[config.mk]
export PLATFORM = sky130hd
export DESIGN_NAME = dram_refresh_sched
export DESIGN_NICKNAME = d
export VERILOG_FILES = /design/src/rtl/dram_refresh_pkg.sv /design/src/rtl/refresh_seq.sv /design/src/rtl/row_tracker.sv /design/src/rtl/dram_refresh_sched.sv
export SDC_FILE = /design/constraint.sdc
export NUM_CORES = 1
export LEC_CHECK = 0
export CORE_MARGIN = 3
export CORE_UTILIZATION = 45
export DETAILED_ROUTE_END_ITERATION = 12
export PLACE_DENSITY = 0.67
export SLEW_MARGIN = 20
export SYNTH_ARGS = -nofsm -noshare
export SYNTH_HDL_FRONTEND = slang
export SYNTH_SLANG_ARGS = --single-unit
export TNS_END_PERCENT = 20
[constraint.sdc]
create_clock -name clk -period 3.6 [get_ports clk]
set_input_delay 0.72 -clock clk [delete_from_list [all_inputs] [get_ports clk]]
set_output_delay 0.72 -clock clk [all_outputs]
set_load 0.01 [all_outputs]
[src/rtl/dram_refresh_pkg.sv]
package dram_refresh_pkg;

    typedef enum logic [1:0] {
        SEQ_IDLE,
        SEQ_LEAD,
        SEQ_ACTIVE,
        SEQ_PRECHG
    } seq_state_e;

    function automatic int max_of3(input int a, input int b, input int c);
        int m;
        m = (a > b) ? a : b;
        return (m > c) ? m : c;
    endfunction

endpackage

[src/rtl/refresh_seq.sv]
module refresh_seq
    import dram_refresh_pkg::*;
#(
    parameter int CAS_LEAD  = 1,
    parameter int RAS_HOLD  = 3,
    parameter int PRECHARGE = 2
) (
    input  logic clk,
    input  logic rst_n,
    input  logic start_ok,
    output logic busy,
    output logic cas_n,
    output logic ras_n,
    output logic row_done
);
    localparam int LONGEST = max_of3(CAS_LEAD, RAS_HOLD, PRECHARGE);
    localparam int CNT_W   = $clog2(LONGEST + 1);

    typedef struct packed {
        seq_state_e       st;
        logic [CNT_W-1:0] cnt;
    } seq_regs_t;

    seq_regs_t q, d;

    always_comb begin
        d        = q;
        row_done = 1'b0;
        case (q.st)
            SEQ_IDLE: begin
                if (start_ok) begin
                    d.st  = SEQ_LEAD;
                    d.cnt = CNT_W'(CAS_LEAD - 1);
                end
            end
            SEQ_LEAD: begin
                if (q.cnt == '0) begin
                    d.st  = SEQ_ACTIVE;
                    d.cnt = CNT_W'(RAS_HOLD - 1);
                end else begin
                    d.cnt = q.cnt - 1'b1;
                end
            end
            SEQ_ACTIVE: begin
                if (q.cnt == '0) begin
                    d.st     = SEQ_PRECHG;
                    d.cnt    = CNT_W'(PRECHARGE - 1);
                    row_done = 1'b1;
                end else begin
                    d.cnt = q.cnt - 1'b1;
                end
            end
            SEQ_PRECHG: begin
                if (q.cnt == '0) begin
                    if (start_ok) begin
                        d.st  = SEQ_LEAD;
                        d.cnt = CNT_W'(CAS_LEAD - 1);
                    end else begin
                        d.st = SEQ_IDLE;
                    end
                end else begin
                    d.cnt = q.cnt - 1'b1;
                end
            end
            default: d.st = SEQ_IDLE;
        endcase
    end

    always_ff @(posedge clk) begin
        if (!rst_n) begin
            q.st  <= SEQ_IDLE;
            q.cnt <= '0;
        end else begin
            q <= d;
        end
    end

    assign busy  = (q.st != SEQ_IDLE);
    assign cas_n = !((q.st == SEQ_LEAD) || (q.st == SEQ_ACTIVE));
    assign ras_n = !(q.st == SEQ_ACTIVE);

endmodule

[src/rtl/row_tracker.sv]
module row_tracker #(
    parameter int ROW_W    = 8,
    parameter int INTERVAL = 4096
) (
    input  logic             clk,
    input  logic             rst_n,
    input  logic             acc_hit,
    input  logic [ROW_W-1:0] acc_row,
    input  logic             ref_hit,
    output logic             sweep_done,
    output logic             violation
);
    localparam int ROWS = 1 << ROW_W;
    localparam int WD_W = $clog2(INTERVAL);

    typedef struct packed {
        logic [ROWS-1:0]  seen;
        logic [WD_W-1:0]  wd;
        logic [ROW_W-1:0] ref_row;
        logic             done;
        logic             viol;
    } trk_regs_t;

    trk_regs_t       q, d;
    logic [ROWS-1:0] marks;
    logic [ROWS-1:0] merged;

    always_comb begin
        d      = q;
        marks  = '0;
        if (acc_hit) marks = marks | (ROWS'(1) << acc_row);
        if (ref_hit) begin
            marks     = marks | (ROWS'(1) << q.ref_row);
            d.ref_row = q.ref_row + 1'b1;
        end
        merged = q.seen | marks;
        d.done = 1'b0;
        d.viol = 1'b0;
        if (&merged) begin
            d.seen = '0;
            d.wd   = '0;
            d.done = 1'b1;
        end else if (q.wd == WD_W'(INTERVAL - 1)) begin
            d.seen = '0;
            d.wd   = '0;
            d.viol = 1'b1;
        end else begin
            d.seen = merged;
            d.wd   = q.wd + 1'b1;
        end
    end

    always_ff @(posedge clk) begin
        if (!rst_n) begin
            q <= '0;
        end else begin
            q <= d;
        end
    end

    assign sweep_done = q.done;
    assign violation  = q.viol;

endmodule

[src/rtl/dram_refresh_sched.sv]
module dram_refresh_sched #(
    parameter int          ADDR_W      = 16,
    parameter int          ROW_W       = 8,
    parameter int          ROW_LSB     = 0,
    parameter int unsigned WINDOW_BASE = 32'h1000,
    parameter int          CAS_LEAD    = 1,
    parameter int          RAS_HOLD    = 3,
    parameter int          PRECHARGE   = 2,
    parameter int          INTERVAL    = 4096
) (
    input  logic              clk,
    input  logic              rst_n,
    input  logic              bus_valid,
    input  logic [ADDR_W-1:0] bus_addr,
    output logic              bus_wait,
    output logic              dram_cas_n,
    output logic              dram_ras_n,
    output logic              sweep_done,
    output logic              refresh_violation
);
    logic             dram_req;
    logic             seq_busy;
    logic             row_done;
    logic             grant;
    logic [ROW_W-1:0] acc_row;

    assign dram_req = bus_valid && (bus_addr >= ADDR_W'(WINDOW_BASE));
    assign bus_wait = dram_req && seq_busy;
    assign grant    = dram_req && !seq_busy;
    assign acc_row  = bus_addr[ROW_LSB +: ROW_W];

    refresh_seq #(
        .CAS_LEAD (CAS_LEAD),
        .RAS_HOLD (RAS_HOLD),
        .PRECHARGE(PRECHARGE)
    ) u_seq (
        .clk     (clk),
        .rst_n   (rst_n),
        .start_ok(!dram_req),
        .busy    (seq_busy),
        .cas_n   (dram_cas_n),
        .ras_n   (dram_ras_n),
        .row_done(row_done)
    );

    row_tracker #(
        .ROW_W   (ROW_W),
        .INTERVAL(INTERVAL)
    ) u_trk (
        .clk       (clk),
        .rst_n     (rst_n),
        .acc_hit   (grant),
        .acc_row   (acc_row),
        .ref_hit   (row_done),
        .sweep_done(sweep_done),
        .violation (refresh_violation)
    );

endmodule

==> flow_summary.yaml <==
run_status:
  status: "finished with violations"
  violations: "negative setup slack"
die:
  die_w_um: 183
  ioPinCount: 24
  die-height_um: 183
  die_area_um2: 33500
  core_area_um2: 30700
  start_util: 0.459
  fp-row-count: 64
synthesis:
  synthCells: 1743
  ys_async_sr_fraction: 0
  syn_avg_cell_area_um2: 8.09
  synthFlopType: "dfxtp_1"
  syn_nets: 1776
  yosys_warnings: 0
  seq_area_frac_synth: 0.400
  yosysUniqueCellTypes: 63
  synth.ff_latch_count: 282
  synth_edf_count: 0
  syn_area_um2: 14100
placement:
  hpwl_um: 48200
  gp_congestion: 1.04
  port_buffers: 19
  pre_cts_ws_ps: -1110
global_routing:
  grt_pass1_vias: 15960
  overflow: 0
  antenna_found_initial: 0
  grt_use_total: 0.399
  grt_max_degree: 131
  grt_first_pass_wirelength_um: 102000
cts:
  clkLatencyLatePin_ps: 540
  cts_tree: "done"
  clkTransAtPathRegs_ps: 60
  cts_max_level: 2
  numClockSinks: 282
  cts-root-buf: "clkbuf_16"
  cts_buffers: 34
  ctsLongestPathBuffers: 3
  cts-hold-fix-buffers: 0
sta:
  whs_ps: 543
  slew_headroom: 0.492
  setup_ws_ps: -181
  setup_viol: 260
  timing_hold_violations_final: 0
  fmax_mhz: 265
  drv_slew: 0
  rsz0062_at_grt: "true"
  min_period_over_period: 1.05
  layout_min_cycle_time_ps: 3780
  worst_pin_slew_ps: 762
  skew_ps: 20.9
worst_setup_path:
  path_max_fanout: 8
  crit_arrival_ps: 4210
  worstSetupPathType: "reg -> reg"
  slowest_stage: "or4_4"
  end_kind: "register"
  path_cells: "inv_1 > ha_4 > buf_4 > nand4_1 > nor2_1 > buf_4 > a221o_1 > nand4_1 > or4_4 > or4_4 > nor4_4 > and2_4 > buf_12 > buf_6 > nor2_1"
  reg2reg_slack_ps: -180
  crit_path_start_kind: "register"
  slowest_delay_ps: 490
  cp.required_ps: 4030
drt:
  wire_per_inst_um: 27.1
  routed_via_density: 6.65
  ant_nets: 0
  drc: 0
  route.vias.total: 17310
  dr.first_iter.drc_count: 3216
  drt-pass1-iter-count: 6
  wl_um: 70500
cells_and_area:
  num_antenna_cells: 0
  finalNetCount: 2215
  post_route_cells_drive_above_1_share: 0.326
  area_growth_pct: 46.1
pwr:
  ir_drop_v: 0.000358
  p_leak_nw: 9.00
  power_density_nw_per_um2: 374
hold_path:
  min_path_type: "reg -> reg"
run:
  drv_cap: 0
==> power breakdown <==
part | internal, mW | leakage, nW | switching (mW)
clock | 1.99 | 0.536 | 1.43
sequential | 3.15 | 2.27 | 0.0255
combinational | 0.464 | 6.19 | 0.658
==> sequential cells by signal (all words and copies together), names as in the netlist <==
| name | flops |
|---|---|
| u_trk.q | 276 |
| u_trk.violation | 1 |
| u_seq.q | 4 |
| u_trk.sweep_done | 1 |
==> worst max-delay path: cells and delay by family, from the launching register on <==
kind	cells	cell delay, ps
simple gates	8	2090
compound gates	1	260
buf+inv	5	820
fa+ha+maj	1	210
flops	1	310
==> layout make-up <==
class | count | area [um^2]
multi-input combinational | 1263 | 7970
inverter | 13 | 53.8
clock buffer | 49 | 988
sequential | 282 | 5650
fill | 2537 | 10100
clock inverter | 11 | 92.6
tap | 396 | 495
timing repair buffer | 588 | 5360
==> final timing paths <==
path / from / endpoint / cells after the start
setup / recovery: u_seq.q[0] / u_trk.q[256] / 15
hold / removal: u_trk.q[3] / u_trk.q[3] / 2
setup reg to reg: u_seq.q[0] / u_trk.q[256] / 15
hold reg to reg: u_trk.q[3] / u_trk.q[3] / 2
==> metrics by stage <==
step | utilization | power [mW] | std cells | setup TNS, ps | area (um^2)
3_3_place_gp | 0.600 | 4.19 | 2487 | -284720 | 18500
5_1_grt | 0.670 | 7.89 | 2602 | -54380 | 20600
3_5_place_dp | 0.600 | 4.21 | 2487 | -288110 | 18500
4_1_cts | 0.655 | 7.65 | 2583 | -252 | 20100
6_report | 0.670 | 7.71 | 2602 | -36020 | 20600
2_1_floorplan | - | 3.65 | 1743 | 0 | 14100
==> layer usage <==
layer  up-vias  GRT usage  wire [um]
met1      8167      0.544      27100
met2      1420      0.586      29100
met5         -          0          0
met3       336     0.0839       9010
met4         0      0.231       5200
li1       7387          -          -
==> timing repair <==
action,4_1_cts,5_1_grt
buffers inserted,33,8
pin swaps,31,31
resized for setup,87,50
setup endpoints to repair,270,269
gates cloned,4,11
==> cells in the final DEF, fill, tap and decap left out, types with 4 or more instances in the layout <==
| cell type | instances |
|---|---|
| clkdlybuf4s50_1 | 5 |
| clkinv_2 | 7 |
| and2_1 | 18 |
| and3b_1 | 7 |
| or3_1 | 6 |
| clkbuf_1 | 8 |
| nor2b_1 | 9 |
| nand2_1 | 55 |
| clkbuf_16 | 43 |
| buf_12 | 51 |
| a21oi_1 | 14 |
| dfxtp_1 | 278 |
| a22oi_1 | 12 |
| nor3b_1 | 5 |
| xor2_1 | 5 |
| buf_6 | 20 |
| a221o_1 | 193 |
| nor2_1 | 285 |
| nor2_4 | 13 |
| nand3b_1 | 4 |
| nor3_1 | 12 |
| a31oi_1 | 47 |
| nand2b_1 | 5 |
| clkbuf_8 | 7 |
| nor2_2 | 22 |
| nor3_4 | 7 |
| nand4_1 | 60 |
| o21ai_0 | 81 |
| nand3_1 | 283 |
| buf_4 | 485 |
| and3_1 | 14 |
| nor4_1 | 8 |
| xnor2_1 | 11 |
| and4b_1 | 6 |
| inv_1 | 10 |
| ha_1 | 10 |
| dlygate4sd2_1 | 11 |
==> Yosys cell counts, drive strengths merged (13+ instances only) <==
library cell    n  share of area
nand3         285           0.10
o21ai          83          0.029
a21oi          14         0.0050
ha             14          0.012
and3           15         0.0067
nor2          320          0.086
and2           23          0.010
nand2          57          0.015
inv            13         0.0035
buf            49          0.024
clkbuf        136          0.036
nand4          60          0.027
nor3           22         0.0097
a31oi          48          0.021
a221o         196           0.14
dfxtp         282           0.40
==> logic make-up after synthesis <==
| group | synth area share |
|---|---|
| simple gates | 0.299 |
| compound gates | 0.213 |
| flops | 0.400 |
| buf+inv | 0.0639 |
| xor+xnor | 0.00994 |
| fa+ha+maj | 0.0124 |
| mux | 0.000798 |
(Power assumes the default switching activity.)
